### src/rtl/stk_pkg.sv
package stk_pkg;
  typedef enum logic [1:0] {
    OP_IDLE = 2'd0,
    OP_PUSH = 2'd1,
    OP_POP  = 2'd2,
    OP_BAD  = 2'd3
  } stk_op_e;

  // classify a request against current occupancy
  function automatic stk_op_e classify(input logic push, input logic pop,
                                       input logic full, input logic empty);
    if (push && pop)       return OP_BAD;
    else if (push && full) return OP_BAD;
    else if (pop && empty) return OP_BAD;
    else if (push)         return OP_PUSH;
    else if (pop)          return OP_POP;
    else                   return OP_IDLE;
  endfunction
endpackage

### src/rtl/stk_ctrl.sv
module stk_ctrl
  import stk_pkg::*;
#(
  parameter int ADDR_W = 6
) (
  input  logic              clk_i,
  input  logic              rst_ni,
  input  logic              push_i,
  input  logic              pop_i,
  output logic              wr_en_o,
  output logic [ADDR_W-1:0] wr_addr_o,
  output logic              rd_en_o,
  output logic [ADDR_W-1:0] rd_addr_o,
  output logic              full_o,
  output logic              empty_o,
  output logic              err_o
);
  localparam logic [ADDR_W-1:0] PTR_ONE  = ADDR_W'(1);
  localparam logic [ADDR_W-1:0] PTR_ZERO = '0;

  logic [ADDR_W-1:0] sp_q, sp_inc, sp_dec;
  logic              full_q, empty_q, err_q;
  stk_op_e           op;

  assign op     = classify(push_i, pop_i, full_q, empty_q);
  assign sp_inc = sp_q + PTR_ONE;
  assign sp_dec = sp_q - PTR_ONE;

  always_ff @(posedge clk_i or negedge rst_ni) begin
    if (!rst_ni) begin
      sp_q    <= '0;
      full_q  <= 1'b0;
      empty_q <= 1'b1;
      err_q   <= 1'b0;
    end else begin
      err_q <= (op == OP_BAD);
      unique case (op)
        OP_PUSH: begin
          sp_q    <= sp_inc;
          empty_q <= 1'b0;
          full_q  <= (sp_inc == PTR_ZERO);
        end
        OP_POP: begin
          sp_q    <= sp_dec;
          full_q  <= 1'b0;
          empty_q <= (sp_dec == PTR_ZERO);
        end
        default: ;
      endcase
    end
  end

  // pre-increment write, read before post-decrement
  assign wr_en_o   = (op == OP_PUSH);
  assign wr_addr_o = sp_inc;
  assign rd_en_o   = (op == OP_POP);
  assign rd_addr_o = sp_q;
  assign full_o    = full_q;
  assign empty_o   = empty_q;
  assign err_o     = err_q;

  a_r11_flags_exclusive: assert property (@(posedge clk_i) disable iff (!rst_ni)
    !(full_o && empty_o));

  a_r2_push_clears_empty: assert property (@(posedge clk_i) disable iff (!rst_ni)
    (push_i && !pop_i && !full_o) |=> !empty_o);

  a_r4_pop_clears_full: assert property (@(posedge clk_i) disable iff (!rst_ni)
    (pop_i && !push_i && !empty_o) |=> !full_o);

  a_r6_push_at_full_refused: assert property (@(posedge clk_i) disable iff (!rst_ni)
    (push_i && full_o) |=> (err_o && full_o && sp_q == $past(sp_q)));

  a_r7_pop_at_empty_refused: assert property (@(posedge clk_i) disable iff (!rst_ni)
    (pop_i && empty_o) |=> (err_o && empty_o && sp_q == $past(sp_q)));

  a_r8_both_refused: assert property (@(posedge clk_i) disable iff (!rst_ni)
    (push_i && pop_i) |=> (err_o && sp_q == $past(sp_q)));

  a_r9_no_err_on_legal: assert property (@(posedge clk_i) disable iff (!rst_ni)
    (!(push_i && pop_i) && !(push_i && full_o) && !(pop_i && empty_o)) |=> !err_o);

  a_r8_ports_exclusive: assert property (@(posedge clk_i) disable iff (!rst_ni)
    !(wr_en_o && rd_en_o));
endmodule

### src/rtl/stk_mem.sv
module stk_mem #(
  parameter int DATA_W = 8,
  parameter int ADDR_W = 6
) (
  input  logic              clk_i,
  input  logic              rst_ni,
  input  logic              wr_en_i,
  input  logic [ADDR_W-1:0] wr_addr_i,
  input  logic [DATA_W-1:0] wr_data_i,
  input  logic              rd_en_i,
  input  logic [ADDR_W-1:0] rd_addr_i,
  output logic [DATA_W-1:0] rd_data_o
);
  localparam int DEPTH = 1 << ADDR_W;

  logic [DATA_W-1:0] word_q [DEPTH];
  logic [DATA_W-1:0] rd_q;

  for (genvar g = 0; g < DEPTH; g++) begin : g_word
    always_ff @(posedge clk_i) begin
      if (wr_en_i && (wr_addr_i == ADDR_W'(g))) word_q[g] <= wr_data_i;
    end
  end

  always_ff @(posedge clk_i or negedge rst_ni) begin
    if (!rst_ni)      rd_q <= '0;
    else if (rd_en_i) rd_q <= word_q[rd_addr_i];
  end

  assign rd_data_o = rd_q;

  a_r10_dout_hold: assert property (@(posedge clk_i) disable iff (!rst_ni)
    !rd_en_i |=> $stable(rd_data_o));
endmodule

### src/rtl/reg_stack.sv
module reg_stack #(
  parameter int DATA_W = 8,
  parameter int ADDR_W = 6
) (
  input  logic              clk_i,
  input  logic              rst_ni,
  input  logic              push_i,
  input  logic              pop_i,
  input  logic [DATA_W-1:0] din_i,
  output logic [DATA_W-1:0] dout_o,
  output logic              full_o,
  output logic              empty_o,
  output logic              err_o
);
  logic              wr_en, rd_en;
  logic [ADDR_W-1:0] wr_addr, rd_addr;

  stk_ctrl #(.ADDR_W(ADDR_W)) u_ctrl (
    .clk_i    (clk_i),
    .rst_ni   (rst_ni),
    .push_i   (push_i),
    .pop_i    (pop_i),
    .wr_en_o  (wr_en),
    .wr_addr_o(wr_addr),
    .rd_en_o  (rd_en),
    .rd_addr_o(rd_addr),
    .full_o   (full_o),
    .empty_o  (empty_o),
    .err_o    (err_o)
  );

  stk_mem #(.DATA_W(DATA_W), .ADDR_W(ADDR_W)) u_mem (
    .clk_i    (clk_i),
    .rst_ni   (rst_ni),
    .wr_en_i  (wr_en),
    .wr_addr_i(wr_addr),
    .wr_data_i(din_i),
    .rd_en_i  (rd_en),
    .rd_addr_i(rd_addr),
    .rd_data_o(dout_o)
  );

  a_r1_err_low_after_reset: assert property (@(posedge clk_i)
    $rose(rst_ni) |-> !err_o);
endmodule

### config.mk
export PLATFORM = sky130hd
export DESIGN_NAME = reg_stack
export DESIGN_NICKNAME = d
export VERILOG_FILES = /design/src/rtl/stk_pkg.sv /design/src/rtl/stk_ctrl.sv /design/src/rtl/stk_mem.sv /design/src/rtl/reg_stack.sv
export SDC_FILE = /design/constraint.sdc
export NUM_CORES = 1
export LEC_CHECK = 0
export ABC_AREA = 1
export BUFFER_PORTS_ARGS = -buffer_cell sky130_fd_sc_hd__buf_4
export CORE_MARGIN = 4
export CORE_UTILIZATION = 40
export CTS_CLUSTER_DIAMETER = 50
export DETAILED_ROUTE_END_ITERATION = 10
export PLACE_DENSITY_LB_ADDON = 0.2
export SLEW_MARGIN = 20
export SYNTH_ARGS = -nofsm -noshare
export SYNTH_HDL_FRONTEND = slang
export SYNTH_SLANG_ARGS = --single-unit
### constraint.sdc
create_clock -name clk_i -period 4.5 [get_ports clk_i]
set_input_delay 0.675 -clock clk_i [delete_from_list [all_inputs] [get_ports clk_i]]
set_output_delay 0.675 -clock clk_i [all_outputs]
set_load 0.03 [all_outputs]
# == Word-level counts from Yosys, hierarchy flattened ==
# Memory sizes are Yosys's and may differ from the RTL's. A register that Yosys moved wholly into a read port is not among the register bits.
# Cells that the tools add are included.
# classes
addsub,2
n_eq_ne,66
muxes,325
reduce_logical,134
# ops
operator,n
$mux 8,63
$reduce_or 8->1,63
$mux 6,63
$eq 6x6->1 const B,32
$mux 1,191
$eq 6x5->1 const B,16
$logic_and 1x1->1,67
$eq 6x4->1 const B,8
$eq 6x3->1 const B,4
$eq 6x2->1 const B,2
$logic_not 6->1,2
$pmux 6 s2,1
$mux 2,5
$add 6x1->6 const B,1
$eq 6x1->1 const B,1
$sub 6x1->6 const B,1
$eq 2x2->1 const B,2
$pmux 1 s2,2
$eq 2x1->1 const B,1
$reduce_bool 2->1,1
$logic_not 1->1,1
# word_totals
regBits,9
mem_bits_rw,512
inputBits,12
output_inout_bits,11
memories,1
# memory_table
memory,depth,width,rd,rd_ports_with_merged_regs,wr,line,text
u_mem.word_q,64,8,1,1,1,stk_mem.sv:16,logic [DATA_W-1:0] word_q [DEPTH];

# == Logic depth before layout (Yosys ltp) ==
# logic_depth
word_depth,73
ltp_mapped,13
ltp_nobuf,11

# == Hierarchy ==
# Synthesis repeated with hierarchy kept, for this count alone.
# unflattened
hier_cells,1912
hier_area_um2,22102.4
# modules_own_cells
mod,instances,cells_each,area_per_inst_um2,seq_area_each_um2
stk_mem,1,1813,21381.8,15574.9
stk_ctrl,1,99,720.7,226.5

# == Worst setup path after synthesis ==
# Ideal clock, no wire load.
# synth_timing
kind,register to register
startpoint,register u_ctrl.sp_q[1] (netlist: u_ctrl.rd_addr_o[1])
endpoint,"memory u_mem.word_q[14][0], enable pin"
setup_time_ns,0.370
arrival_ns,1.780
slack_ns,2.350
path_stages_with_launch,10
n_path_buf,3
period_less_slack_ns,2.150
path_cell_list,dfrtp_1 buf_4 inv_4 buf_4 buf_2 ha_1 nand2_1 inv_1 nand2_1 nor2_1
# synth_between
elab_chain_len,69
elab_cells_between_ends,446
# synth_lines
item,line,text
from (decl),stk_ctrl.sv:21,"logic [ADDR_W-1:0] sp_q, sp_inc, sp_dec;"
from (signal assigned),stk_ctrl.sv:39,sp_q <= sp_inc;
from (signal assigned),stk_ctrl.sv:44,sp_q <= sp_dec;
$add 6x1->6 *,stk_ctrl.sv:26,assign sp_inc = sp_q + PTR_ONE;
$eq 6x1->1,stk_mem.sv:21,if (wr_en_i && (wr_addr_i == ADDR_W'(g))) word_q[g] <= wr_data_i;
$logic_and 1x1->1,stk_mem.sv:21,
$mux 1,stk_mem.sv:21,
$mux 1 (not written as such),stk_mem.sv:21,
$reduce_or 8->1 (no source line),-,
$mux 6 (no source line) or $mux 1 (tied branches) (63 in series),-,
to (decl),stk_mem.sv:16,
# Every way passes the cells marked *; elsewhere a longest branch is shown, timed or not.

# == Worst setup path in the final report ==
# layout_timing
startpoint,register u_ctrl.sp_q[3] (netlist: u_ctrl.rd_addr_o[3])
endpoint,"memory u_mem.word_q[0][0], enable pin"
# The elaborated chain is that of the path after synthesis.

==> results.py <==
metrics = {
    "status": {
        "status": "complete, no violations",
    },
    "power": {
        "ir_drop_mv": 0.360,
        "p_leak_uw": 0.00894,
        "power_density_nw_per_um2": 591,
    },
    "cts": {
        "post_cts_buffers": 0,
        "cts_tree": "done",
        "numCtsBuffers": 58,
        "clk_latency_ps": 610,
        "cts_buffer_depth": 3,
        "clk_pin_slew_ps": 60,
        "cts-root-buf": "clkbuf_16",
        "htree_levels": 2,
        "clkSinkCount": 529,
    },
    "sta": {
        "drv_slew": 0,
        "worst_slew_pin_slew_ps": 1000,
        "final-hold-violation-count": 0,
        "min_period_ps": 3280,
        "skew_ps": 20.1,
        "tns_ps": 0,
        "max_freq_mhz": 305,
        "setup_ws_ps": 1220,
        "max-slew-margin-rel": 0.332,
        "grt_setup_unrepaired": "false",
        "post-route-period-util": 0.728,
        "setup_violations": 0,
    },
    "synth": {
        "synth_edf_count": 512,
        "syn_avg_cell_area_sq_um": 11.4,
        "yosysTopAreaCell": "edfxtp_1",
        "synth_cell_type_count": 33,
        "syn_area_sq_um": 21900,
        "syn_inst": 1919,
        "ys_ff_latch": 529,
        "async_flop_share": 0.0321,
        "synth_top_flop_cell": "edfxtp_1",
        "synth_top_area_share": 0.702,
        "yosysSeqAreaShare": 0.722,
        "syn_nets": 1941,
        "synth.area.top_cells": "edfxtp_1 70%, nand2_1 13%, nand3_1 6.4%, dfrtp_1 1.8%, a21oi_1 1.7%",
        "yosys_warnings": 0,
    },
    "route": {
        "ant_nets": 0,
        "initialDrtViolationCount": 1364,
        "via_count": 14100,
        "drc": 0,
        "wire_per_inst_um": 22.2,
        "wl_mm": 59.2,
        "drt-vias-per-instance": 5.29,
        "first_pass_iters": 5,
    },
    "grt": {
        "gr-usage-met1": 0.277,
        "grt_util_met2": 0.319,
        "first_global_vias": 14000,
        "use_met3": 0.0412,
        "top_usage_layer": "met2",
        "grt_overflow": 0,
        "grt_pass1_wl_mm": 89.3,
        "grt_antenna_before_repair": 0,
        "grt_usage": 0.199,
        "grt_max_degree": 93,
    },
    "cells_and_area": {
        "area_delta_synth_final_pct": 11.2,
        "final_common_cell": "nand2_1",
        "fin_nets": 1943,
        "antennaDiodeCount": 0,
        "drive_gt1_frac": 0.0792,
        "layout_common_cells": "782 x nand2_1, 512 x edfxtp_1, 282 x nand3_1",
    },
    "place": {
        "place_ws_ps": 1320,
        "dp_hpwl_mm": 33.9,
        "gp_congestion": 0.909,
        "portBuffers": 22,
    },
    "setup_path": {
        "r2r-start": "u_ctrl.rd_addr_o[3]",
        "critPathKind": "flip-flop to flip-flop",
        "cp_max_fo": 23,
        "r2r-end": "u_mem.word_q[0][0]",
        "setup.worst_path.start_class": "flip-flop",
        "cp.required_ps": 4730,
        "end_kind": "flip-flop",
        "arrival_ps": 3510,
        "reg2regPathDepth": 6,
        "regToRegSetupSlack_ps": 1220,
    },
    "floorplanning": {
        "die_y_um": 242,
        "placementRows": 85,
        "design.core.area_sq_um": 54000,
        "dieArea_sq_um": 58500,
        "io_pins": 23,
        "start_util": 0.405,
        "chipWidth_um": 242,
    },
    "job": {
        "max_cap_violations": 0,
    },
    "hold_path": {
        "hp-class": "input pin to asynchronous set/reset pin",
    },
}
## power by group
part           total, uW  switching, uW  internal [uW]
combinational       4150           3110           1040
sequential          5760            199           5560
clock               4480           1910           2570
total              14400           5220           9170
## repair_timing
| action | in CTS | in global routing |
|---|---|---|
| hold endpoints to repair | 16 | 0 |
| hold buffers | 1 | 0 |
| gates resized for setup | 0 | 0 |
| endpoints found under the setup margin | 0 | 0 |
## through the flow
step / instance area [sq um] / power [uW] / hold slack (ps) / utilization / instances
after floorplan: 21900 / 8570 / 379 / - / 1919
after global routing: 24300 / 15100 / 490 / 0.451 / 2665
final: 24300 / 14400 / 483 / 0.451 / 2665
after global placement: 22600 / 9970 / 509 / 0.418 / 2556
after CTS: 24300 / 14500 / 462 / 0.451 / 2665
after detailed placement: 22600 / 9980 / 510 / 0.418 / 2556
## Yosys cell counts (5+ instances only)
library cell,instances
nand2_1,782
edfxtp_1,512
nand3_1,282
a21oi_1,75
nor2_1,71
buf_2,62
buf_4,18
clkbuf_1,18
dfrtp_1,16
inv_1,13
ha_1,10
o21ai_0,7
buf_1,6
inv_2,6
nand2_2,6
nor2_2,5
## state kept, by name, indices dropped and copies added, names as in the netlist
name and flops:
u_ctrl.err_o 1, u_ctrl.empty_o 1, u_ctrl.full_o 1, u_ctrl.rd_addr_o 6, u_mem.word_q 512, u_mem.rd_data_o 8
## final cells by class
cell class	instances	area (sq um)
fill	4961	29700
sequential	529	15800
multi-input combinational	1258	5410
clock buffer	73	1530
tap	696	871
timing repair buffer	50	378
clock inverter	35	254
inverter	24	103
## critical path: stages, from the launching register on
cell and delay, ps:
dfrtp_1 980, buf_4 390, xor2_4 250, nand2_1 120
nor2_1 170, nand2_1 330, nor2_1 650
## routing by layer
layer / up-vias / part of all wire
li1: 6611 / -
met1: 6898 / 0.44
met2: 472 / 0.46
met3: 118 / 0.062
met4: 0 / 0.030
met5: - / 0
## worst max path at each step
stage	from	to	slack (ps)	cells past startpoint
3_5_place_dp	u_ctrl.rd_addr_o[3]	u_mem.word_q[0][0]	1320	6
4_1_cts	u_ctrl.rd_addr_o[3]	u_mem.word_q[0][0]	1310	6
5_1_grt	u_ctrl.rd_addr_o[3]	u_mem.word_q[0][0]	1100	6
6_report	u_ctrl.rd_addr_o[3]	u_mem.word_q[0][0]	1220	6
2_1_floorplan	u_ctrl.rd_addr_o[1]	u_mem.word_q[14][0]	2350	9
3_3_place_gp	u_ctrl.rd_addr_o[0]	u_mem.rd_data_o[6]	1350	10
## cells by family after synthesis
logic type,synth area share
buffers and inverters,0.0310
AND/OR/NAND/NOR,0.217
AO/OA/AOI/OAI,0.0202
XOR/XNOR,0.00434
adder cells (fa/ha/maj),0.00572
flip-flops,0.722
Power figures use the tool's default switching activity.
